===== src/rtl/port_qb_pkg.sv =====
package port_qb_pkg;

    typedef enum logic {
        DRV_LATCH_ALT = 1'b0,
        DRV_BUS       = 1'b1
    } drive_src_e;

    typedef enum logic {
        MODE_QUASI = 1'b0,
        MODE_OPEN  = 1'b1
    } port_mode_e;

endpackage


===== src/rtl/port_qb_latch.sv =====
module port_qb_latch #(
    parameter int WIDTH = 8,
    localparam int IW = $clog2(WIDTH)
) (
    input  logic             clk,
    input  logic             rst_n,
    input  logic             wr_en,
    input  logic [WIDTH-1:0] wr_data,
    input  logic             bit_wr_en,
    input  logic [IW-1:0]    bit_idx,
    input  logic             bit_val,
    output logic [WIDTH-1:0] lat_q,
    output logic [WIDTH-1:0] lat_d
);
    typedef struct packed {
        logic [WIDTH-1:0] lat;
    } lat_state_t;

    lat_state_t st_d, st_q;

    always_comb begin
        st_d = st_q;
        if (wr_en) begin
            st_d.lat = wr_data;
        end else if (bit_wr_en) begin
            for (int i = 0; i < WIDTH; i++) begin
                if (IW'(i) == bit_idx) begin
                    st_d.lat[i] = bit_val;
                end
            end
        end
    end

    always_ff @(posedge clk or negedge rst_n) begin
        if (!rst_n) begin
            st_q.lat <= '1;
        end else begin
            st_q <= st_d;
        end
    end

    assign lat_q = st_q.lat;
    assign lat_d = st_d.lat;
endmodule


===== src/rtl/port_qb_sync.sv =====
module port_qb_sync #(
    parameter int WIDTH = 8
) (
    input  logic             clk,
    input  logic             rst_n,
    input  logic [WIDTH-1:0] pin_in,
    output logic [WIDTH-1:0] pin_sync
);
    typedef struct packed {
        logic [WIDTH-1:0] s1;
        logic [WIDTH-1:0] s2;
    } sync_state_t;

    sync_state_t st_d, st_q;

    always_comb begin
        st_d    = st_q;
        st_d.s1 = pin_in;
        st_d.s2 = st_q.s1;
    end

    always_ff @(posedge clk or negedge rst_n) begin
        if (!rst_n) begin
            st_q <= '0;
        end else begin
            st_q <= st_d;
        end
    end

    assign pin_sync = st_q.s2;
endmodule


===== src/rtl/port_qb_boost.sv =====
module port_qb_boost #(
    parameter int WIDTH        = 8,
    parameter int BOOST_CYCLES = 2,
    localparam int CW = $clog2(BOOST_CYCLES + 1)
) (
    input  logic             clk,
    input  logic             rst_n,
    input  logic [WIDTH-1:0] lat_q,
    input  logic [WIDTH-1:0] lat_d,
    output logic [WIDTH-1:0] pulse
);
    typedef struct packed {
        logic [WIDTH-1:0][CW-1:0] cnt;
    } boost_state_t;

    boost_state_t st_d, st_q;

    always_comb begin
        st_d = st_q;
        for (int i = 0; i < WIDTH; i++) begin
            if (!lat_d[i]) begin
                st_d.cnt[i] = '0;
            end else if (!lat_q[i]) begin
                st_d.cnt[i] = CW'(BOOST_CYCLES);
            end else if (st_q.cnt[i] != '0) begin
                st_d.cnt[i] = st_q.cnt[i] - CW'(1);
            end
        end
    end

    always_ff @(posedge clk or negedge rst_n) begin
        if (!rst_n) begin
            st_q <= '0;
        end else begin
            st_q <= st_d;
        end
    end

    for (genvar g = 0; g < WIDTH; g++) begin : g_pulse
        assign pulse[g] = (st_q.cnt[g] != '0);
    end
endmodule


===== src/rtl/port_qb_ctrl.sv =====
module port_qb_ctrl
    import port_qb_pkg::*;
#(
    parameter int WIDTH        = 8,
    parameter int BOOST_CYCLES = 2,
    localparam int IW = $clog2(WIDTH)
) (
    input  logic             clk,
    input  logic             rst_n,
    input  logic             mode_od,
    input  logic             bus_cycle,
    input  logic [WIDTH-1:0] bus_data,
    input  logic [WIDTH-1:0] alt_out,
    input  logic [WIDTH-1:0] analog_sel,
    input  logic [WIDTH-1:0] pin_in,
    input  logic             wr_en,
    input  logic [WIDTH-1:0] wr_data,
    input  logic             bit_wr_en,
    input  logic [IW-1:0]    bit_idx,
    input  logic             bit_val,
    output logic [WIDTH-1:0] rd_latch_data,
    output logic [WIDTH-1:0] rd_pin_data,
    output logic [WIDTH-1:0] pd_en,
    output logic [WIDTH-1:0] pu_boost_en,
    output logic [WIDTH-1:0] pu_hold_en,
    output logic [WIDTH-1:0] pu_weak_en
);
    logic [WIDTH-1:0] lat_q, lat_d, pin_sync, pulse, eff_out;
    drive_src_e       src;
    port_mode_e       mode;

    port_qb_latch #(.WIDTH(WIDTH)) u_latch (
        .clk(clk), .rst_n(rst_n), .wr_en(wr_en), .wr_data(wr_data),
        .bit_wr_en(bit_wr_en), .bit_idx(bit_idx), .bit_val(bit_val),
        .lat_q(lat_q), .lat_d(lat_d)
    );

    port_qb_sync #(.WIDTH(WIDTH)) u_sync (
        .clk(clk), .rst_n(rst_n), .pin_in(pin_in), .pin_sync(pin_sync)
    );

    port_qb_boost #(.WIDTH(WIDTH), .BOOST_CYCLES(BOOST_CYCLES)) u_boost (
        .clk(clk), .rst_n(rst_n), .lat_q(lat_q), .lat_d(lat_d), .pulse(pulse)
    );

    always_comb begin
        src  = bus_cycle ? DRV_BUS : DRV_LATCH_ALT;
        mode = mode_od ? MODE_OPEN : MODE_QUASI;
        unique case (src)
            DRV_BUS:       eff_out = bus_data;
            default:       eff_out = lat_q & alt_out;
        endcase
        pd_en = ~eff_out;
        if (mode == MODE_OPEN) begin
            pu_boost_en = (src == DRV_BUS) ? (bus_data & ~analog_sel) : '0;
            pu_hold_en  = '0;
            pu_weak_en  = '0;
        end else begin
            pu_boost_en = pulse & eff_out & ~analog_sel;
            pu_hold_en  = pin_sync & ~analog_sel;
            pu_weak_en  = eff_out & ~analog_sel;
        end
    end

    assign rd_latch_data = lat_q;
    assign rd_pin_data   = pin_sync;
endmodule


===== config.mk =====
export PLATFORM = sky130hd
export DESIGN_NAME = port_qb_ctrl
export DESIGN_NICKNAME = d
export VERILOG_FILES = /design/src/rtl/port_qb_pkg.sv /design/src/rtl/port_qb_latch.sv /design/src/rtl/port_qb_sync.sv /design/src/rtl/port_qb_boost.sv /design/src/rtl/port_qb_ctrl.sv
export SDC_FILE = /design/constraint.sdc
export NUM_CORES = 1
export LEC_CHECK = 0
export ABC_CLOCK_PERIOD_IN_PS = 2500
export BUFFER_PORTS_ARGS = -buffer_cell sky130_fd_sc_hd__buf_2
export CORE_MARGIN = 2
export CORE_UTILIZATION = 40
export CTS_CLUSTER_DIAMETER = 100
export DETAILED_ROUTE_END_ITERATION = 16
export PLACE_DENSITY_LB_ADDON = 0.15
export SYNTH_ARGS = -nofsm -noshare
export SYNTH_HDL_FRONTEND = slang
export SYNTH_SLANG_ARGS = --single-unit

===== constraint.sdc =====
create_clock -name clk -period 2.5 [get_ports clk]
set_input_delay 0.25 -clock clk [delete_from_list [all_inputs] [get_ports clk]]
set_output_delay 0.25 -clock clk [all_outputs]
set_load 0.01 [all_outputs]

== Yosys cells after proc, flatten, opt, wreduce, memory -nomap -nowiden ==
Cells that the tools add are included.

* Add/sub/neg operators: 8
* Eq/ne operators: 15
* Multiplexer cells: 41
* Bitwise logic cells: 8
* Reduce and logical (&&, ||, !) cells: 9

{| class="wikitable"
|+ Operators with widths
! operator !! count
|-
| 8-bit two-way mux || 7
|-
| 8-bit bitwise AND || 6
|-
| 2-bit two-way mux || 24
|-
| 3-bit inequality test, second input constant || 8
|-
| 8-bit NOT || 2
|-
| 2-bit nonzero test || 8
|-
| 2-bit by 1-bit subtractor with 2-bit output, second input constant || 8
|-
| 3-bit == test, first input constant || 4
|-
| 1-bit two-way mux || 10
|-
| 2-bit by 3-bit == test with 1-bit output, first input constant || 2
|-
| 1-bit by 3-bit == test with 1-bit output, first input constant || 1
|-
| 3-bit zero test || 1
|}

* Register bits: 40
* Output and inout port bits: 48

== Longest topological paths before layout ==
* Word-level depth: 5
* Mapped depth: 5
* Gate-level depth less buffers: 5

== Hierarchy ==
From an unflattened synthesis, not the netlist that was laid out.

* Cells, all modules: 217
* Area, all modules: 2204.6 um2

{| class="wikitable"
|+ By module, submodules not included
! module !! instances !! cells each !! area each (um2)
|-
| port_qb_boost || 1 || 87 || 850.8
|-
| port_qb_ctrl || 1 || 72 || 499.2
|-
| port_qb_latch || 1 || 42 || 454.2
|-
| port_qb_sync || 1 || 16 || 400.4
|}

== Least setup slack after synthesis ==
No wires, ideal clock.

* Path type: reg2out
* From: register u_latch.st_q (netlist bit u_latch.lat_q[0])
* To: output port pu_boost_en[0]
* Data arrival time: 1120 ps
* Setup slack: 1130 ps
* Cell stages (with the launch flop): 4
* Path through: dfstp_2 -> and3b_1 -> a21oi_1 -> nor3_1

* Longest elaborated chain between the ends: 5

{| class="wikitable"
|+ RTL lines
! element !! line !! text
|-
| start: declaration || port_qb_latch.sv:19 || <nowiki>lat_state_t st_d, st_q;</nowiki>
|-
| start signal: assignment || port_qb_latch.sv:38 || <nowiki>st_q <= st_d;</nowiki>
|-
| 8-bit bitwise AND || port_qb_ctrl.sv:51 || <nowiki>default: eff_out = lat_q & alt_out;</nowiki>
|-
| 8-bit two-way mux || port_qb_ctrl.sv:49 || <nowiki>unique case (src)</nowiki>
|-
| 8-bit bitwise AND (2 in a row) || port_qb_ctrl.sv:59 || <nowiki>pu_boost_en = pulse & eff_out & ~analog_sel;</nowiki>
|-
| 8-bit two-way mux || port_qb_ctrl.sv:54 || <nowiki>if (mode == MODE_OPEN) begin</nowiki>
|-
| end: declaration || port_qb_ctrl.sv:24 || <nowiki>output logic [WIDTH-1:0] pu_boost_en,</nowiki>
|}

Every way passes these cells.

== Final worst setup path ==
* From: register u_boost.st_q[10] (netlist name)
* To: output port pu_boost_en[5]

* Longest elaborated chain between the ends: 4

{| class="wikitable"
|+ RTL lines
! element !! line !! text
|-
| start: declaration || port_qb_boost.sv:16 || <nowiki>boost_state_t st_d, st_q;</nowiki>
|-
| start signal: assignment || port_qb_boost.sv:35 || <nowiki>st_q <= st_d;</nowiki>
|-
| 2-bit nonzero test || port_qb_boost.sv:40 || <nowiki>assign pulse[g] = (st_q.cnt[g] != '0);</nowiki>
|-
| 8-bit bitwise AND (2 in a row) || port_qb_ctrl.sv:59 ||
|-
| 8-bit two-way mux || port_qb_ctrl.sv:54 ||
|}

Every way passes these cells.

==> results.cfg <==
[run_status]
status = complete, no violations

[final_layout]
area_growth_pct = 32.3
utilization_pct = 53.8
final_nets = 364
drive_gt1_share_pct = 36.8
n_antenna_cell = 0
instances_no_fill = 377

[cts]
htreeDepth = 2
ctsLongestPathBuffers = 2
cts.sinks = 40
cts_tree = done
post_cts_buffers = 0
cts-buffers-inserted = 5
clkTransAtPathRegs_ps = 80
hold_buffers = 0
cts_root_buffer = clkbuf_8
insertion_delay_ps = 290
cts-resized-gates = 0

[floorplanning]
die_height_um = 75.6
initial_core_util_pct = 40.7
core_region_area_sq_mm = 0.00504
std_cell_rows = 26
die-area_sq_mm = 0.00572
io_pins = 98
fp.dieW_um = 75.6

[routing]
post-route-drc-count = 0
wl_mm = 5.12
ant_nets = 0
drt_iter0_markers = 67
routedWlPerCell_um = 13.6
vias = 1891
dr.pass1.iters = 4
viasPerCell = 5.02

[grt]
grt_pass1_vias = 1736
grt_antenna_before_repair = 0
track_usage_pct = 18.3
grt_pass1_wl_mm = 7.78
grt_overflow_total = 0
grt_start_max_net_pins = 41

[logic_synthesis]
ys_top_cells_by_count = 32 x dfrtp_1, 22 x nor2_1, 22 x nor3_1
synth.distinct_cells = 30
post-synth-top-area-cell = dfrtp_1
ys_seq_area_share_pct = 49.3
yosysMostFrequentCell = dfrtp_1
ys_seq_elements = 40
synth_area_leaders = dfrtp_1 39%, dfstp_2 10%, nor3_1 5.4%, ha_1 4.9%, and3b_1 4.3%
synthFlopType = dfrtp_1
ys_warn_count = 0
syn_area_sq_mm = 0.00205
synth_edf_count = 0
synth_area_per_cell_sq_um = 9.77
synth_top_cell_area_share_pct = 39.0
synth_cells = 210
synth_fp_nets = 268
async_reset_ff_share_pct = 100

[power_and_ir_drop]
ir_worst_vdd_uv = 447
leakage_nw = 1.37
power_density_mw_per_mm2 = 813
p_total_mw = 2.21

[critical_path]
regToRegStartpoint = u_boost.st_q[14]
crit_required_ps = 2250
start_kind = flip-flop
reg2reg_depth = 4
critPathMaxFanout = 4
worstSetupPathType = reg -> out
regToRegSetupSlack_ps = 1360
arrival_ps = 1480
startpoint = u_boost.st_q[10]
end_kind = output port

[placed_design]
io_buffers = 97
hpwl_mm = 3.98
placed_cells = 369
gp_congestion = 0.867

[worst_hold_path]
holdPathStages = 1
hold_class = in -> reg
hp-start = pin_in[7]

[sta]
rsz0062_at_grt = false
finalCriticalPeriod_ps = 1730
max_freq_ghz = 0.579
tightest_slew_ps = 878
finalClockSkew_ps = 6.58
max_slew_margin_pct = 41.5
tns_ps = 0
hold_viol_final = 0
setup_violations = 0
fin_hold_ws_ps = 56.7
post-route-period-util_pct = 69.1
maxSlewViolCount = 0

[job]
drv_cap = 0
## cells by family after synthesis
kind of cell | Yosys count | synth area share, %
simple gates | 88 | 23.5
compound gates | 40 | 14.0
xor+xnor | 8 | 3.42
flops | 40 | 49.3
fa+ha+maj | 8 | 4.88
buf+inv | 26 | 4.88
## cells in the final DEF, fill, tap and decap left out, types with 2 or more instances in the layout
cell type / Yosys / layout
buf_2: 2 / 97
dfrtp_1: 32 / 32
nor2_1: 22 / 22
nor3_1: 22 / 22
inv_1: 18 / 18
nand2_1: 14 / 14
and3b_1: 10 / 10
a21oi_1: 9 / 9
nor3b_1: 8 / 8
a31oi_1: 8 / 8
xnor2_1: 8 / 8
ha_1: 8 / 8
dfstp_2: 8 / 8
clkbuf_8: 0 / 6
nor2b_1: 5 / 5
o211a_1: 5 / 5
a311oi_1: 4 / 4
a211oi_1: 4 / 4
o22ai_1: 3 / 3
o32ai_1: 2 / 2
and3_1: 2 / 2
o211ai_1: 2 / 2
## stage by stage
stage                     cell area [sq um]  setup WS [ps]
after CTS                              2710            754
final                                  2710            773
after global routing                   2710            646
after global placement                 2590           1020
after detailed placement               2590            993
after floorplan                        2050           1130
## registers in the layout, indices dropped and copies added, names as in the netlist
signal,cells
u_boost.st_q,16
u_sync.st_d,8
u_latch.lat_q,8
u_sync.pin_sync,8
## worst paths after layout
kind / to
hold / removal: u_sync.st_d[7]
setup / recovery: pu_boost_en[5]
max in group asynchronous: u_boost.st_q[11]
hold reg to reg: u_sync.pin_sync[5]
setup reg to reg: u_boost.st_q[15]
min in group asynchronous: u_boost.st_q[6]
## critical path, stage by stage (launching register included)
cell	delay [ps]
dfrtp_1	360
inv_1	50
ha_1	250
nor2_1	130
a31oi_1	50
nor3_1	180
buf_2	170
## per-layer routing
layer  track usage (%)  share of wire [%]  wire length (um)
met1              21.4                 42              2150
met2              33.0                 52              2660
met3              4.10                4.8               245
met4              5.85                1.3                65
met5                 0                  0                 0
## where the power goes
| part | switching [mW] | total [mW] | internal (mW) |
|---|---|---|---|
| sequential | 0.0800 | 0.869 | 0.789 |
| clock | 0.226 | 0.553 | 0.326 |
| combinational | 0.405 | 0.785 | 0.380 |
| total | 0.711 | 2.21 | 1.50 |
## cell type report
cell class / instances / area [sq um]
Clock buffer: 6 / 82.6
Clock inverter: 2 / 38.8
Fill cell: 509 / 2330
Inverter: 18 / 67.6
Multi-Input combinational cell: 144 / 940
Sequential cell: 40 / 1010
Tap cell: 70 / 87.6
Timing Repair Buffer: 97 / 485
Power figures use the tool's default switching activity.
